## src/rtl/cal_alarm_pkg.sv

```systemverilog
package cal_alarm_pkg;
   localparam int NUM_FIELDS = 4;
   localparam int DATA_W     = 8;
   // field index: also the enable bit, flag bit is FLAG_LSB + index
   localparam int FLD_MIN    = 0;
   localparam int FLD_HOUR   = 1;
   localparam int FLD_DAY    = 2;
   localparam int FLD_MON    = 3;
   localparam int FLAG_LSB   = NUM_FIELDS;

   typedef logic [NUM_FIELDS-1:0] fld_vec_t;
endpackage

```

## src/rtl/cal_alarm_field.sv

```systemverilog
module cal_alarm_field #(
   parameter int W        = 6,
   parameter bit EDGE_SET = 1'b1
) (
   input  logic         clk,
   input  logic         rst_n,
   input  logic         cmp_wr,
   input  logic [W-1:0] cmp_wdata,
   input  logic [W-1:0] cnt,
   input  logic         enable,
   input  logic         ctl_wr,
   input  logic         keep_bit,
   output logic [W-1:0] cmp_q,
   output logic         match,
   output logic         rise,
   output logic         flag_q,
   output logic         flag_d
);
   always_ff @(posedge clk or negedge rst_n) begin
      if (!rst_n)      cmp_q <= '0;
      else if (cmp_wr) cmp_q <= cmp_wdata;
   end

   assign match = enable && (cmp_q == cnt);

   if (EDGE_SET) begin : g_edge
      logic match_q;
      always_ff @(posedge clk or negedge rst_n) begin
         if (!rst_n) match_q <= 1'b0;
         else        match_q <= match;
      end
      assign rise = match & ~match_q;
   end else begin : g_level
      assign rise = match;
   end

   // hardware set has priority over a software clear
   assign flag_d = rise | (flag_q & ~(ctl_wr & ~keep_bit));

   always_ff @(posedge clk or negedge rst_n) begin
      if (!rst_n) flag_q <= 1'b0;
      else        flag_q <= flag_d;
   end
endmodule

```

## src/rtl/cal_alarm_regif.sv

```systemverilog
module cal_alarm_regif
   import cal_alarm_pkg::*;
#(
   parameter int                             ADDR_W   = 3,
   parameter int                             MAX_W    = 6,
   parameter int                             CTL_ADDR = 0,
   parameter logic [NUM_FIELDS*ADDR_W-1:0]   FADDR_PK = '0
) (
   input  logic                        clk,
   input  logic                        rst_n,
   input  logic [ADDR_W-1:0]           bus_addr,
   input  logic                        bus_wr,
   input  logic                        bus_rmw,
   input  fld_vec_t                    en_wdata,
   input  fld_vec_t                    flag_q,
   input  logic [NUM_FIELDS*MAX_W-1:0] cmp_pk,
   output logic                        ctl_wr,
   output fld_vec_t                    cmp_wr,
   output fld_vec_t                    en_q,
   output fld_vec_t                    en_d,
   output logic [DATA_W-1:0]           bus_rdata
);
   localparam logic [ADDR_W-1:0] CTL_A = ADDR_W'(CTL_ADDR);

   assign ctl_wr = bus_wr && (bus_addr == CTL_A);

   for (genvar i = 0; i < NUM_FIELDS; i++) begin : g_dec
      assign cmp_wr[i] = bus_wr && (bus_addr == FADDR_PK[i*ADDR_W +: ADDR_W]);
   end

   assign en_d = ctl_wr ? en_wdata : en_q;

   always_ff @(posedge clk or negedge rst_n) begin
      if (!rst_n) en_q <= '0;
      else        en_q <= en_d;
   end

   always_comb begin
      bus_rdata = '0;
      if (bus_addr == CTL_A)
         bus_rdata = {(bus_rmw ? {NUM_FIELDS{1'b1}} : flag_q), en_q};
      for (int i = 0; i < NUM_FIELDS; i++)
         if (bus_addr == FADDR_PK[i*ADDR_W +: ADDR_W])
            bus_rdata = DATA_W'(cmp_pk[i*MAX_W +: MAX_W]);
   end
endmodule

```

## src/rtl/cal_alarm_irq.sv

```systemverilog
module cal_alarm_irq
   import cal_alarm_pkg::*;
(
   input  logic     clk,
   input  logic     rst_n,
   input  logic     all_mode,
   input  fld_vec_t en_q,
   input  fld_vec_t en_d,
   input  fld_vec_t match,
   input  fld_vec_t flag_q,
   input  fld_vec_t flag_d,
   output logic     irq
);
   logic all_match, all_q, all_rise, combo_q, combo_d;

   assign all_match = (|en_q) && (&(match | ~en_q));
   assign all_rise  = all_match & ~all_q;
   assign combo_d   = all_rise | (combo_q & (|(flag_d & en_d)));

   always_ff @(posedge clk or negedge rst_n) begin
      if (!rst_n) begin
         all_q   <= 1'b0;
         combo_q <= 1'b0;
      end else begin
         all_q   <= all_match;
         combo_q <= combo_d;
      end
   end

   assign irq = all_mode ? combo_q : (|(flag_q & en_q));
endmodule

```

## src/rtl/cal_alarm_cmp.sv

```systemverilog
module cal_alarm_cmp
   import cal_alarm_pkg::*;
#(
   parameter int ADDR_W    = 3,
   parameter int MON_W     = 4,
   parameter int DAY_W     = 5,
   parameter int HOUR_W    = 5,
   parameter int MIN_W     = 6,
   parameter int CTL_ADDR  = 0,
   parameter int MON_ADDR  = 1,
   parameter int DAY_ADDR  = 2,
   parameter int HOUR_ADDR = 3,
   parameter int MIN_ADDR  = 4,
   parameter bit EDGE_SET  = 1'b1
) (
   input  logic              clk,
   input  logic              rst_n,
   input  logic [ADDR_W-1:0] bus_addr,
   input  logic              bus_wr,
   input  logic [7:0]        bus_wdata,
   input  logic              bus_rmw,
   output logic [7:0]        bus_rdata,
   input  logic [MON_W-1:0]  cnt_month,
   input  logic [DAY_W-1:0]  cnt_day,
   input  logic [HOUR_W-1:0] cnt_hour,
   input  logic [MIN_W-1:0]  cnt_min,
   input  logic              alarm_all_mode,
   output logic              irq
);
   localparam int MW_A  = (MON_W > DAY_W) ? MON_W : DAY_W;
   localparam int MW_B  = (HOUR_W > MIN_W) ? HOUR_W : MIN_W;
   localparam int MAX_W = (MW_A > MW_B) ? MW_A : MW_B;
   localparam int FW [NUM_FIELDS] = '{MIN_W, HOUR_W, DAY_W, MON_W};
   localparam logic [NUM_FIELDS*ADDR_W-1:0] FADDR_PK =
      {ADDR_W'(MON_ADDR), ADDR_W'(DAY_ADDR), ADDR_W'(HOUR_ADDR), ADDR_W'(MIN_ADDR)};

   if (MAX_W > DATA_W || MON_W < 1 || DAY_W < 1 || HOUR_W < 1 || MIN_W < 1) begin : g_bad_width
      $error("field widths must lie between 1 and the data width");
   end
   if (CTL_ADDR >= (1 << ADDR_W) || MON_ADDR >= (1 << ADDR_W) || DAY_ADDR >= (1 << ADDR_W)
       || HOUR_ADDR >= (1 << ADDR_W) || MIN_ADDR >= (1 << ADDR_W)) begin : g_bad_range
      $error("register address outside the address space");
   end
   if (CTL_ADDR == MON_ADDR || CTL_ADDR == DAY_ADDR || CTL_ADDR == HOUR_ADDR
       || CTL_ADDR == MIN_ADDR || MON_ADDR == DAY_ADDR || MON_ADDR == HOUR_ADDR
       || MON_ADDR == MIN_ADDR || DAY_ADDR == HOUR_ADDR || DAY_ADDR == MIN_ADDR
       || HOUR_ADDR == MIN_ADDR) begin : g_bad_map
      $error("register addresses must be distinct");
   end

   fld_vec_t                    en_q, en_d, flag_q, flag_d, match_v, rise_v, cmp_wr;
   logic                        ctl_wr;
   logic [NUM_FIELDS*MAX_W-1:0] cmp_pk;

   cal_alarm_regif #(
      .ADDR_W  (ADDR_W),
      .MAX_W   (MAX_W),
      .CTL_ADDR(CTL_ADDR),
      .FADDR_PK(FADDR_PK)
   ) u_regif (
      .clk      (clk),
      .rst_n    (rst_n),
      .bus_addr (bus_addr),
      .bus_wr   (bus_wr),
      .bus_rmw  (bus_rmw),
      .en_wdata (bus_wdata[NUM_FIELDS-1:0]),
      .flag_q   (flag_q),
      .cmp_pk   (cmp_pk),
      .ctl_wr   (ctl_wr),
      .cmp_wr   (cmp_wr),
      .en_q     (en_q),
      .en_d     (en_d),
      .bus_rdata(bus_rdata)
   );

   for (genvar i = 0; i < NUM_FIELDS; i++) begin : g_fld
      localparam int W = FW[i];
      logic [W-1:0] cnt_w, cmp_w;

      if (i == FLD_MIN) begin : g_cmin
         assign cnt_w = cnt_min;
      end else if (i == FLD_HOUR) begin : g_chour
         assign cnt_w = cnt_hour;
      end else if (i == FLD_DAY) begin : g_cday
         assign cnt_w = cnt_day;
      end else begin : g_cmon
         assign cnt_w = cnt_month;
      end

      cal_alarm_field #(
         .W       (W),
         .EDGE_SET(EDGE_SET)
      ) u_fld (
         .clk      (clk),
         .rst_n    (rst_n),
         .cmp_wr   (cmp_wr[i]),
         .cmp_wdata(bus_wdata[W-1:0]),
         .cnt      (cnt_w),
         .enable   (en_q[i]),
         .ctl_wr   (ctl_wr),
         .keep_bit (bus_wdata[FLAG_LSB+i]),
         .cmp_q    (cmp_w),
         .match    (match_v[i]),
         .rise     (rise_v[i]),
         .flag_q   (flag_q[i]),
         .flag_d   (flag_d[i])
      );

      assign cmp_pk[i*MAX_W +: MAX_W] = MAX_W'(cmp_w);
   end

   cal_alarm_irq u_irq (
      .clk     (clk),
      .rst_n   (rst_n),
      .all_mode(alarm_all_mode),
      .en_q    (en_q),
      .en_d    (en_d),
      .match   (match_v),
      .flag_q  (flag_q),
      .flag_d  (flag_d),
      .irq     (irq)
   );
endmodule

```

## config.mk

```make
export PLATFORM = sky130hd
export DESIGN_NAME = cal_alarm_cmp
export DESIGN_NICKNAME = d
export VERILOG_FILES = /design/src/rtl/cal_alarm_pkg.sv /design/src/rtl/cal_alarm_field.sv /design/src/rtl/cal_alarm_regif.sv /design/src/rtl/cal_alarm_irq.sv /design/src/rtl/cal_alarm_cmp.sv
export SDC_FILE = /design/constraint.sdc
export NUM_CORES = 1
export LEC_CHECK = 0
export ABC_AREA = 0
export BUFFER_PORTS_ARGS = -buffer_cell sky130_fd_sc_hd__buf_2
export CAP_MARGIN = 0
export CORE_MARGIN = 10
export CORE_UTILIZATION = 35
export CTS_CLUSTER_DIAMETER = 50
export CTS_CLUSTER_SIZE = 10
export DETAILED_ROUTE_END_ITERATION = 6
export GPL_TIMING_DRIVEN = 0
export PLACE_DENSITY = 0.61
export SKIP_LAST_GASP = 1
export SYNTH_ARGS = -nofsm -noshare
export SYNTH_HDL_FRONTEND = slang
export SYNTH_SLANG_ARGS = --single-unit
```

## constraint.sdc

```tcl
create_clock -name clk -period 4.05 [get_ports clk]
set_clock_uncertainty 0.2 [all_clocks]
set_input_delay 0 -clock clk [delete_from_list [all_inputs] [get_ports clk]]
set_output_delay 0 -clock clk [all_outputs]
set_load 0.01 [all_outputs]
```

==> impl_metrics.csv, run 1 <==
group,metric,value,unit
logic_synthesis,syn_area_per_cell,11.00,um2
setup_path,crit_fanout,3,
sta,min_period,2496,ps
global_routing,antenna_found_initial,0,
setup_path,cp-start-kind,"register",
die,dieArea,0.008509,mm2
global_routing,grt_pass1_vias,1796,
power,p_total,1.262,mW
setup_path,r2r_slack,1550,ps
sta,rsz0062_at_grt,"no",
setup_path,worstPathArrival,2520,ps
placement,post-dp-hpwl,3805,um
setup_path,cp_data_required_time,4070,ps
cts,cts_setup_buffers,0,
cts,cts_buffers,5,
cts,htreeDepth,2,
layout,drive_above_1_share,32.65,%
die,die_h,92.25,um
layout,layout.area.seq,850.8,um2
sta,max_freq,400.7,MHz
global_routing,gr-total-overflow,0,
layout,fin_cells,315,
layout,fin_nets,280,
cts,cts.clk_slew.worst_paths,80,ps
die,ios,45,
sta,hold_viol,0,
logic_synthesis,ys_ff_latch,34,
drt,num_vias,1538,
drt,ant_nets,0,
drt,drt_pass1_iterations,4,
power,p_leak,1.131,nW
die,die_x,92.25,um
drt,drt_iter0_drc,99,
sta,setup_ws,1554,ps
logic_synthesis,synth-seq-area-share,46.58,%
setup_path,worstSetupPathType,"reg2reg",
cts,cts_root_buffer,"clkbuf_8",
cts,cts_tree,"built",
logic_synthesis,async_flop_share,100.0,%
layout,fin_area,0.002552,mm2
die,rows,26,
logic_synthesis,synth_edf_count,0,
sta,relSlewSlack,38.34,%
status,status,"finished clean",
layout,mostFrequentLayoutCells,"43 x buf_2, 34 x dfrtp_1, 28 x dlygate4sd3_1, 23 x mux2_2, 20 x xnor2_1",
placement,gp_congestion,0.8443,
logic_synthesis,yosys.cell_types.count,29,
layout,nFillCells,501,
drt,drc,0,
sta,fin_crit_sh,61.62,%
logic_synthesis,synthFlopType,"dfrtp_1",
drt,drt_wl_total,5159,um
layout,syn_to_final_growth,39.73,%
min_path,hp-class,"in2reg",
logic_synthesis,synth_nets,202,
layout,final_util,50.30,%
placement,port_buffers,43,
global_routing,grtUsageTotal,12.83,%
logic_synthesis,netlist_area,0.001827,mm2
sta,holdWs,33.70,ps
drt,routedWlPerCell,16.38,um
global_routing,grt_pass1_wl,8783,um
power,ir_drop,0.1915,mV
global_routing,grt_max_degree,35,
placement,placed_area,0.002130,mm2
flow_run,drv_cap,0,
layout,multi_input_area,919.6,um2
placement,dp_slack,1982,ps
logic_synthesis,synthCells,166,
placement,dp.cells,279,
sta,fin_setup_tns,0,ps
die,initial_core_util,36.00,%
logic_synthesis,synth_warnings,0,
sta,finalMaxSlewViolations,0,
cts,clock-sinks,34,
cts,clock_latency,290,ps
die,coreArea,0.005075,mm2
cts,clk_path_buf_depth,2,
layout,final_common_cell,"buf_2",
sta,tightest_slew,917.8,ps
power,p_per_area,494.3,mW/mm2
drt,viasPerCell,4.883,
setup_path,critPathCaptureType,"register",
layout,antenna_cells,0,
sta,setup_viol,0,
==> critical path: stages (launching register included) <==
cell,delay (ps)
dfrtp_1,400
xnor2_1,150
nand2_1,90
dlygate4sd3_1,580
o41ai_1,400
dlygate4sd3_1,610
==> cells by family (layout without fill, tap and decap cells) <==
kind of cell	Yosys count	in the layout	synth area share (%)
compound gates	27	27	9.726
buf+inv	11	90	3.082
mux	33	33	20.21
flops	34	34	46.58
xor+xnor	20	20	9.589
simple gates	41	41	10.82
==> what timing repair did <==
action | CTS | global route
setup endpoints to repair | 0 | 0
hold buffers | 28 | 0
resized for setup | 0 | 0
endpoints found under the hold margin | 67 | 0
==> state kept, by name, indices dropped and copies added, names as in the netlist <==
register and count:
g_fld.u_fld.cmp_q 20, g_fld.u_fld.flag_q 4, g_fld.u_fld.g_edge.match_q 4, u_irq.all_q 1, u_irq.combo_q 1, u_regif.en_q 4
==> layer usage <==
metal / track usage (%) / share of wire (%) / up-vias
met2: 21.65 / 48 / 45
li1: - / - / 751
met4: 4.370 / 1.8 / 0
met5: 0 / 0 / -
met3: 3.993 / 5.1 / 8
met1: 15.03 / 45 / 734
==> synth_stat cells, types with 3 or more instances <==
library cell / number / area, um2
a21oi_1: 6 / 30.03
clkbuf_1: 3 / 11.26
dfrtp_1: 34 / 850.8
inv_1: 6 / 22.52
mux2_2: 23 / 259.0
mux2i_1: 8 / 80.08
nand2_1: 11 / 41.29
nand3_1: 3 / 15.01
nor2_1: 12 / 45.04
nor3_1: 3 / 15.01
nor4_1: 3 / 18.77
o21ai_0: 6 / 30.03
o22ai_1: 4 / 25.02
o41ai_1: 3 / 26.28
xnor2_1: 20 / 175.2
==> power by group <==
group	total, mW	internal [mW]	switching, mW
logic	0.369	0.214	0.155
clock network	0.393	0.263	0.130
registers	0.500	0.420	0.0805
total	1.26	0.896	0.365
==> worst paths after layout <==
check / startpoint / to / cells past startpoint
max: g_fld[1].u_fld.cmp_q[2] / g_fld[1].u_fld.flag_q / 5
min: cnt_hour[2] / u_irq.all_q / 6
max reg2reg: g_fld[1].u_fld.cmp_q[2] / g_fld[1].u_fld.flag_q / 5
min reg2reg: u_irq.combo_q / u_irq.combo_q / 1
max in group asynchronous: rst_n / g_fld[0].u_fld.cmp_q[2] / 2
min in group asynchronous: rst_n / g_fld[3].u_fld.cmp_q[0] / 2
==> final cells by class <==
type | instances | area share, %
Multi-Input combinational cell | 121 | 36.03
Sequential cell | 34 | 33.33
Timing Repair Buffer | 71 | 19.41
Tap cell | 70 | 3.431
Clock buffer | 6 | 3.235
Clock inverter | 2 | 2.353
Buffer | 5 | 1.324
Inverter | 6 | 0.8824
No activity file was read; power rests on OpenSTA's default activity.
==> run 2, diff against run 1 <==
--- a/config.mk
+++ b/config.mk
@@ -5,7 +5,7 @@
 export SDC_FILE = /design/constraint.sdc
 export NUM_CORES = 1
 export LEC_CHECK = 0
-export ABC_AREA = 0
+export ABC_AREA = 1
 export BUFFER_PORTS_ARGS = -buffer_cell sky130_fd_sc_hd__buf_2
 export CAP_MARGIN = 0
 export CORE_MARGIN = 10
==> constraint.sdc (replaced) <==
create_clock -name clk -period 2.3 [get_ports clk]
set_clock_uncertainty 0.2 [all_clocks]
set_input_delay 0 -clock clk [delete_from_list [all_inputs] [get_ports clk]]
set_output_delay 0 -clock clk [all_outputs]
set_load 0.01 [all_outputs]
==> impl_metrics.csv, run 2 <==
group,metric,value,unit
cts,clk_path_buf_depth,2,
min_path,whs_endpoint,"g_fld[0].u_fld.cmp_q[0]",
layout,largest_register_ffs,20,
drt,highest_layer,"met4",
logic_synthesis,netlist_area,0.001824,mm2
logic_synthesis,synthCells,239,
logic_synthesis,syn_area_per_cell,7.633,um2
drt,ant_nets,0,
setup_path,r2r_slack,130,ps
power,p_leak,1.284,nW
layout,nFillCells,531,
power,ir_drop,0.3673,mV
logic_synthesis,async_flop_share,100.0,%
logic_synthesis,yosysTopAreaCell,"dfrtp_1",
die,die_x,92.20,um
drt,num_vias,1838,
die,ios,45,
logic_synthesis,synth_area_leaders,"dfrtp_1 47%, nand2_1 16%, inv_1 6.2%, o21ai_1 5.5%, xnor2_1 4.8%",
setup_path,crit_fanout,3,
drt,drc,0,
drt,viasPerCell,4.689,
layout,antenna_cells,0,
setup_path,worstSetupPathType,"reg2reg",
placement,dp_slack,695.7,ps
layout,mostFrequentLayoutCells,"76 x nand2_1, 45 x buf_2, 34 x dfrtp_1, 30 x inv_1, 30 x dlygate4sd3_1",
min_path,hp-class,"in2reg",
logic_synthesis,yosys.cell_types.count,23,
cts,clock_latency,290,ps
setup_path,reg2reg_to,"g_fld[2].u_fld.g_edge.match_q",
layout,fin_nets,357,
flow_run,drv_cap,0,
global_routing,grt_pass1_vias,1990,
sta,fin_crit_sh,94.30,%
layout,syn_to_final_growth,38.75,%
global_routing,grtUsageTotal,13.51,%
sta,setup_ws,131.1,ps
sta,max_freq,461.1,MHz
cts,clock-sinks,34,
sta,setup_viol,0,
placement,post-dp-hpwl,4032,um
placement,gp_congestion,0.8456,
cts,cts_root_buffer,"clkbuf_8",
logic_synthesis,synthFlopType,"dfrtp_1",
drt,wl_met1,2544,um
cts,cts.clk_slew.worst_paths,70,ps
sta,relSlewSlack,49.52,%
min_path,hold_path_depth,5,
setup_path,cp-start-kind,"register",
placement,port_buffers,44,
layout,fin_area,0.002531,mm2
sta,min_period,2169,ps
setup_path,r2r-start,"g_fld[2].u_fld.cmp_q[4]",
logic_synthesis,synth_warnings,0,
setup_path,worstPathArrival,2190,ps
logic_synthesis,synth-seq-area-share,46.64,%
logic_synthesis,synth_nets,275,
layout,largest-register,"g_fld.u_fld.cmp_q",
status,status,"finished clean",
die,die_h,92.20,um
drt,drt_wl_total,5460,um
cts,cts_buffers,5,
die,initial_core_util,35.95,%
sta,tightest_slew,757.2,ps
logic_synthesis,synth_edf_count,0,
global_routing,antenna_found_initial,0,
die,coreArea,0.005075,mm2
layout,multi_input_area,840.8,um2
layout,final_common_cell,"nand2_1",
setup_path,critPathCaptureType,"register",
die,rows,26,
die,dieArea,0.008500,mm2
power,p_per_area,717.7,mW/mm2
setup_path,rr_worst_depth,5,
sta,finalMaxSlewViolations,0,
layout,drive_above_1_share,18.94,%
drt,route.met3.wl,326,um
layout,layout.area.seq,850.8,um2
cts,cts_tree,"built",
drt,drt_iter0_drc,103,
global_routing,grt_max_degree,35,
placement,placed_area,0.002132,mm2
logic_synthesis,yosys.area.top_type_share,46.64,%
sta,rsz0062_at_grt,"yes",
logic_synthesis,synthTopCellsByCount,"76 x nand2_1, 34 x dfrtp_1, 30 x inv_1, 20 x o21ai_1, 18 x nor2_1",
global_routing,gr-total-overflow,0,
drt,wl_met2,2532,um
cts,htreeDepth,2,
logic_synthesis,yosysMostFrequentCell,"nand2_1",
min_path,hp-start,"bus_addr[1]",
setup_path,cp_data_required_time,2330,ps
drt,routedWlPerCell,13.93,um
sta,hold_viol,0,
logic_synthesis,ys_ff_latch,34,
drt,drt_pass1_iterations,4,
global_routing,grt_pass1_wl,9315,um
## run 2: changes by cell type in the layout (fill, tap and decap cells not counted), moves of 4 or more
cell     previous run  this run
o21ai_0             6        14
mux2i_1             8         0
nand3_1             3         9
xnor2_1            20        10
a21oi_1             6         2
nand2_1            11        76
inv_1               6        30
nor2_1             12        18
mux2_2             23         0
o21ai_1             0        21
## run 2: layout make-up
class	instances	area share, %
Buffer	2	0.6426
Clock inverter	1	0.1977
Timing Repair Buffer	75	20.86
Tap cell	70	3.460
Sequential cell	34	33.61
Multi-Input combinational cell	172	33.22
Inverter	31	4.597
Clock buffer	7	3.411
## run 2: worst max-delay path by stage
stage / startpoint / to / slack [ps] / cells after the start
6_report: g_fld[2].u_fld.cmp_q[4] / g_fld[2].u_fld.g_edge.match_q / 130 / 5
5_1_grt: g_fld[0].u_fld.cmp_q[1] / u_irq.combo_q / -20 / 12
4_1_cts: g_fld[2].u_fld.cmp_q[2] / g_fld[2].u_fld.g_edge.match_q / 100 / 5
3_5_place_dp: g_fld[0].u_fld.cmp_q[0] / u_irq.combo_q / 700 / 9
3_3_place_gp: g_fld[0].u_fld.cmp_q[1] / u_irq.combo_q / 740 / 11
2_1_floorplan: g_fld[0].u_fld.cmp_q[1] / u_irq.combo_q / 940 / 11
## run 2: cells by family after synthesis
logic type / Yosys count / synth area share, %
buffers and inverters: 33 / 7.270
and+or+nand+nor: 113 / 25.99
DFF: 34 / 46.64
AOI/OAI and AO/OA: 46 / 13.85
xor gates and xnor gates: 13 / 6.241
## run 2: critical path, stage by stage (launching register included)
cell and delay, ps:
dfrtp_1 410, xnor2_1 140, nand2_1 80, dlygate4sd3_1 560, nor3_1 160, dlygate4sd3_1 560
## run 2: metrics by stage
step                      power [mW]  hold WS (ps)  utilization (%)  instances  TNS (ps)
final                          1.817         26.82            49.88        392         0
after global routing           1.948         58.28            49.88        392    -19.28
after CTS                      1.822         32.91            49.73        391         0
after detailed placement       1.267        -72.09            42.01        353         0
after global placement         1.252        -79.74            42.01        353         0
after floorplan                1.095        -495.6                -        239         0
## run 2: repair_timing
action	CTS	global route
setup buffers	0	1
hold buffers	30	0
resized for setup	0	1
hold endpoints to repair	67	0
setup endpoints to repair	0	3
## run 2: where the power goes
part           leakage, nW  internal (mW)  total, mW  switching [mW]
combinational        0.801          0.267      0.526           0.260
sequential           0.435          0.718      0.830           0.112
clock               0.0482          0.241      0.460           0.219
total                 1.28           1.23       1.82           0.591
## run 2: metal layers
layer	global-route usage [%]	up-vias
met4	4.627	0
met5	0	-
met2	22.18	47
li1	-	935
met1	16.45	850
met3	3.993	6
==> run 3, diff against run 2 <==
--- a/config.mk
+++ b/config.mk
@@ -15,6 +15,7 @@
 export DETAILED_ROUTE_END_ITERATION = 6
 export GPL_TIMING_DRIVEN = 0
 export PLACE_DENSITY = 0.61
+export RECOVER_POWER = 100
 export SKIP_LAST_GASP = 1
 export SYNTH_ARGS = -nofsm -noshare
 export SYNTH_HDL_FRONTEND = slang
==> impl_metrics.csv, run 3 (synthesized netlist as in run 2, its figures left out) <==
group,metric,value,unit
status,status,"finished clean",
sta,relSlewSlack,44.30,%
setup_path,path_delay_family,"buffers and inverters",
die,initial_core_util,35.95,%
layout,syn_to_final_growth,37.52,%
die,dieArea,0.008500,mm2
placement,post-dp-hpwl,4032,um
power,netSwitchingFraction,32.82,%
flow_run,drv_cap,0,
setup_path,crit_chain,"xnor2_1 > nand2_1 > dlygate4sd3_1 > nor3_1 > dlygate4sd3_1",
sta,finalMaxSlewViolations,0,
sta,setup_viol,0,
sta,min_period,2169,ps
sta,hold_viol,0,
setup_path,crit_fanout,3,
setup_path,crit_buf_inv,2,
drt,viasPerCell,4.722,
setup_path,critPathCaptureType,"register",
die,ios,45,
power,pwr-share-clk,25.6,%
power,power.share.combinational,28.5,%
cts,htreeDepth,2,
placement,dp_slack,695.7,ps
global_routing,grt_pass1_wl,9315,um
placement,placed_area,0.002132,mm2
layout,fin_nets,357,
setup_path,worstSetupPathType,"reg2reg",
power,switchingPower,0.5936,mW
layout,fin_area,0.002509,mm2
layout,drive_above_1_share,15.22,%
sta,fin_crit_sh,94.32,%
drt,num_vias,1851,
global_routing,antenna_found_initial,0,
min_path,hp-class,"in2reg",
drt,drt_wl_total,5496,um
cts,clock_latency,290,ps
die,die_x,92.20,um
setup_path,cp_data_required_time,2330,ps
placement,gp_congestion,0.8456,
drt,ant_nets,0,
setup_path,cpPeakStageDelay,560,ps
global_routing,grt_max_degree,35,
layout,final_common_cell,"nand2_1",
power,p_total,1.809,mW
die,rows,26,
setup_path,crit_slowest_cell,"dlygate4sd3_1",
power,pwr-share-seq,45.9,%
global_routing,grt_pass1_vias,1990,
sta,rsz0062_at_grt,"yes",
cts,cts_buffers,5,
global_routing,grtUsageTotal,13.51,%
cts,clock-sinks,34,
power,p_leak,1.243,nW
power,intPower,1.215,mW
power,p_per_area,721.0,mW/mm2
drt,routedWlPerCell,14.02,um
placement,port_buffers,44,
drt,drt_iter0_drc,93,
cts,cts_root_buffer,"clkbuf_8",
cts,clk_path_buf_depth,2,
layout,nFillCells,541,
drt,drt_pass1_iterations,4,
setup_path,worstPathArrival,2200,ps
cts,cts.clk_slew.worst_paths,70,ps
power,ir_drop,0.3664,mV
sta,fin_setup_tns,0,ps
layout,mostFrequentLayoutCells,"77 x nand2_1, 34 x dfrtp_1, 34 x buf_2, 30 x inv_1, 30 x dlygate4sd3_1",
drt,drc,0,
setup_path,timing.critical_path.mode_cell,"dlygate4sd3_1",
layout,largest-register,"g_fld.u_fld.cmp_q",
layout,largest_register_ffs,20,
die,coreArea,0.005075,mm2
die,die_h,92.20,um
setup_path,cp-start-kind,"register",
layout,final_util,49.43,%
sta,setup_ws,130.7,ps
cts,cts_tree,"built",
layout,antenna_cells,0,
sta,tightest_slew,835.4,ps
sta,max_freq,461.0,MHz
global_routing,gr-total-overflow,0,
run 3: timing repair:
action | in CTS | in global routing
endpoints found under the hold margin | 67 | 0
endpoints found under the setup margin | 0 | 3
hold buffers | 30 | 0
resized for setup | 0 | 1
setup buffers | 0 | 1
run 3: worst paths after layout:
path / from / to / slack [ps] / depth (start not counted)
min in group asynchronous: rst_n / u_regif.en_q[3] / 130 / 2
max in group asynchronous: rst_n / g_fld[1].u_fld.cmp_q[3] / 1230 / 2
hold / removal: bus_addr[1] / g_fld[0].u_fld.cmp_q[0] / 30 / 5
setup reg to reg: g_fld[2].u_fld.cmp_q[4] / g_fld[2].u_fld.g_edge.match_q / 130 / 5
hold reg to reg: u_irq.combo_q / u_irq.combo_q / 290 / 2
setup / recovery: g_fld[2].u_fld.cmp_q[4] / g_fld[2].u_fld.g_edge.match_q / 130 / 5
run 3: per-stage QoR:
stage / cells / hold slack, ps
2_1_floorplan: 239 / -495.6
3_3_place_gp: 353 / -79.74
3_5_place_dp: 353 / -72.09
4_1_cts: 391 / 32.91
5_1_grt: 392 / 60.33
6_report: 392 / 31.74
run 3: cell type report:
type                       count  area [um2]  share of cell area [%]
sequential                    34       850.8                   33.92
buffer                         2       7.507                  0.2993
clock inverter                 1       5.005                  0.1995
inverter                      31       116.4                   4.638
clock buffer                   7       86.33                   3.441
tap                           70       87.58                   3.491
multi-input combinational    172       838.3                   33.42
timing repair buffer          75       516.7                   20.60
run 3: power groups by stage:
stage | sequential, mW | combinational (mW) | clock [mW]
floorplan | 0.806 | 0.289 | 0
global placement | 0.838 | 0.415 | 0
detailed placement | 0.843 | 0.425 | 0
CTS | 0.832 | 0.521 | 0.470
global route | 0.850 | 0.587 | 0.498
finish | 0.831 | 0.515 | 0.463
run 3: worst reg2reg max path, cell delays in order, from the launching register on:
cell and delay (ps):
dfrtp_1 410, xnor2_1 140, nand2_1 80, dlygate4sd3_1 560, nor3_1 160, dlygate4sd3_1 560
run 3: layer usage:
metal | global-route usage (%) | share of wire [%] | up-vias
li1 | - | - | 929
met1 | 16.45 | 47 | 856
met2 | 22.18 | 46 | 58
met3 | 3.993 | 5.8 | 8
met4 | 4.627 | 1.5 | 0
met5 | 0 | 0 | -
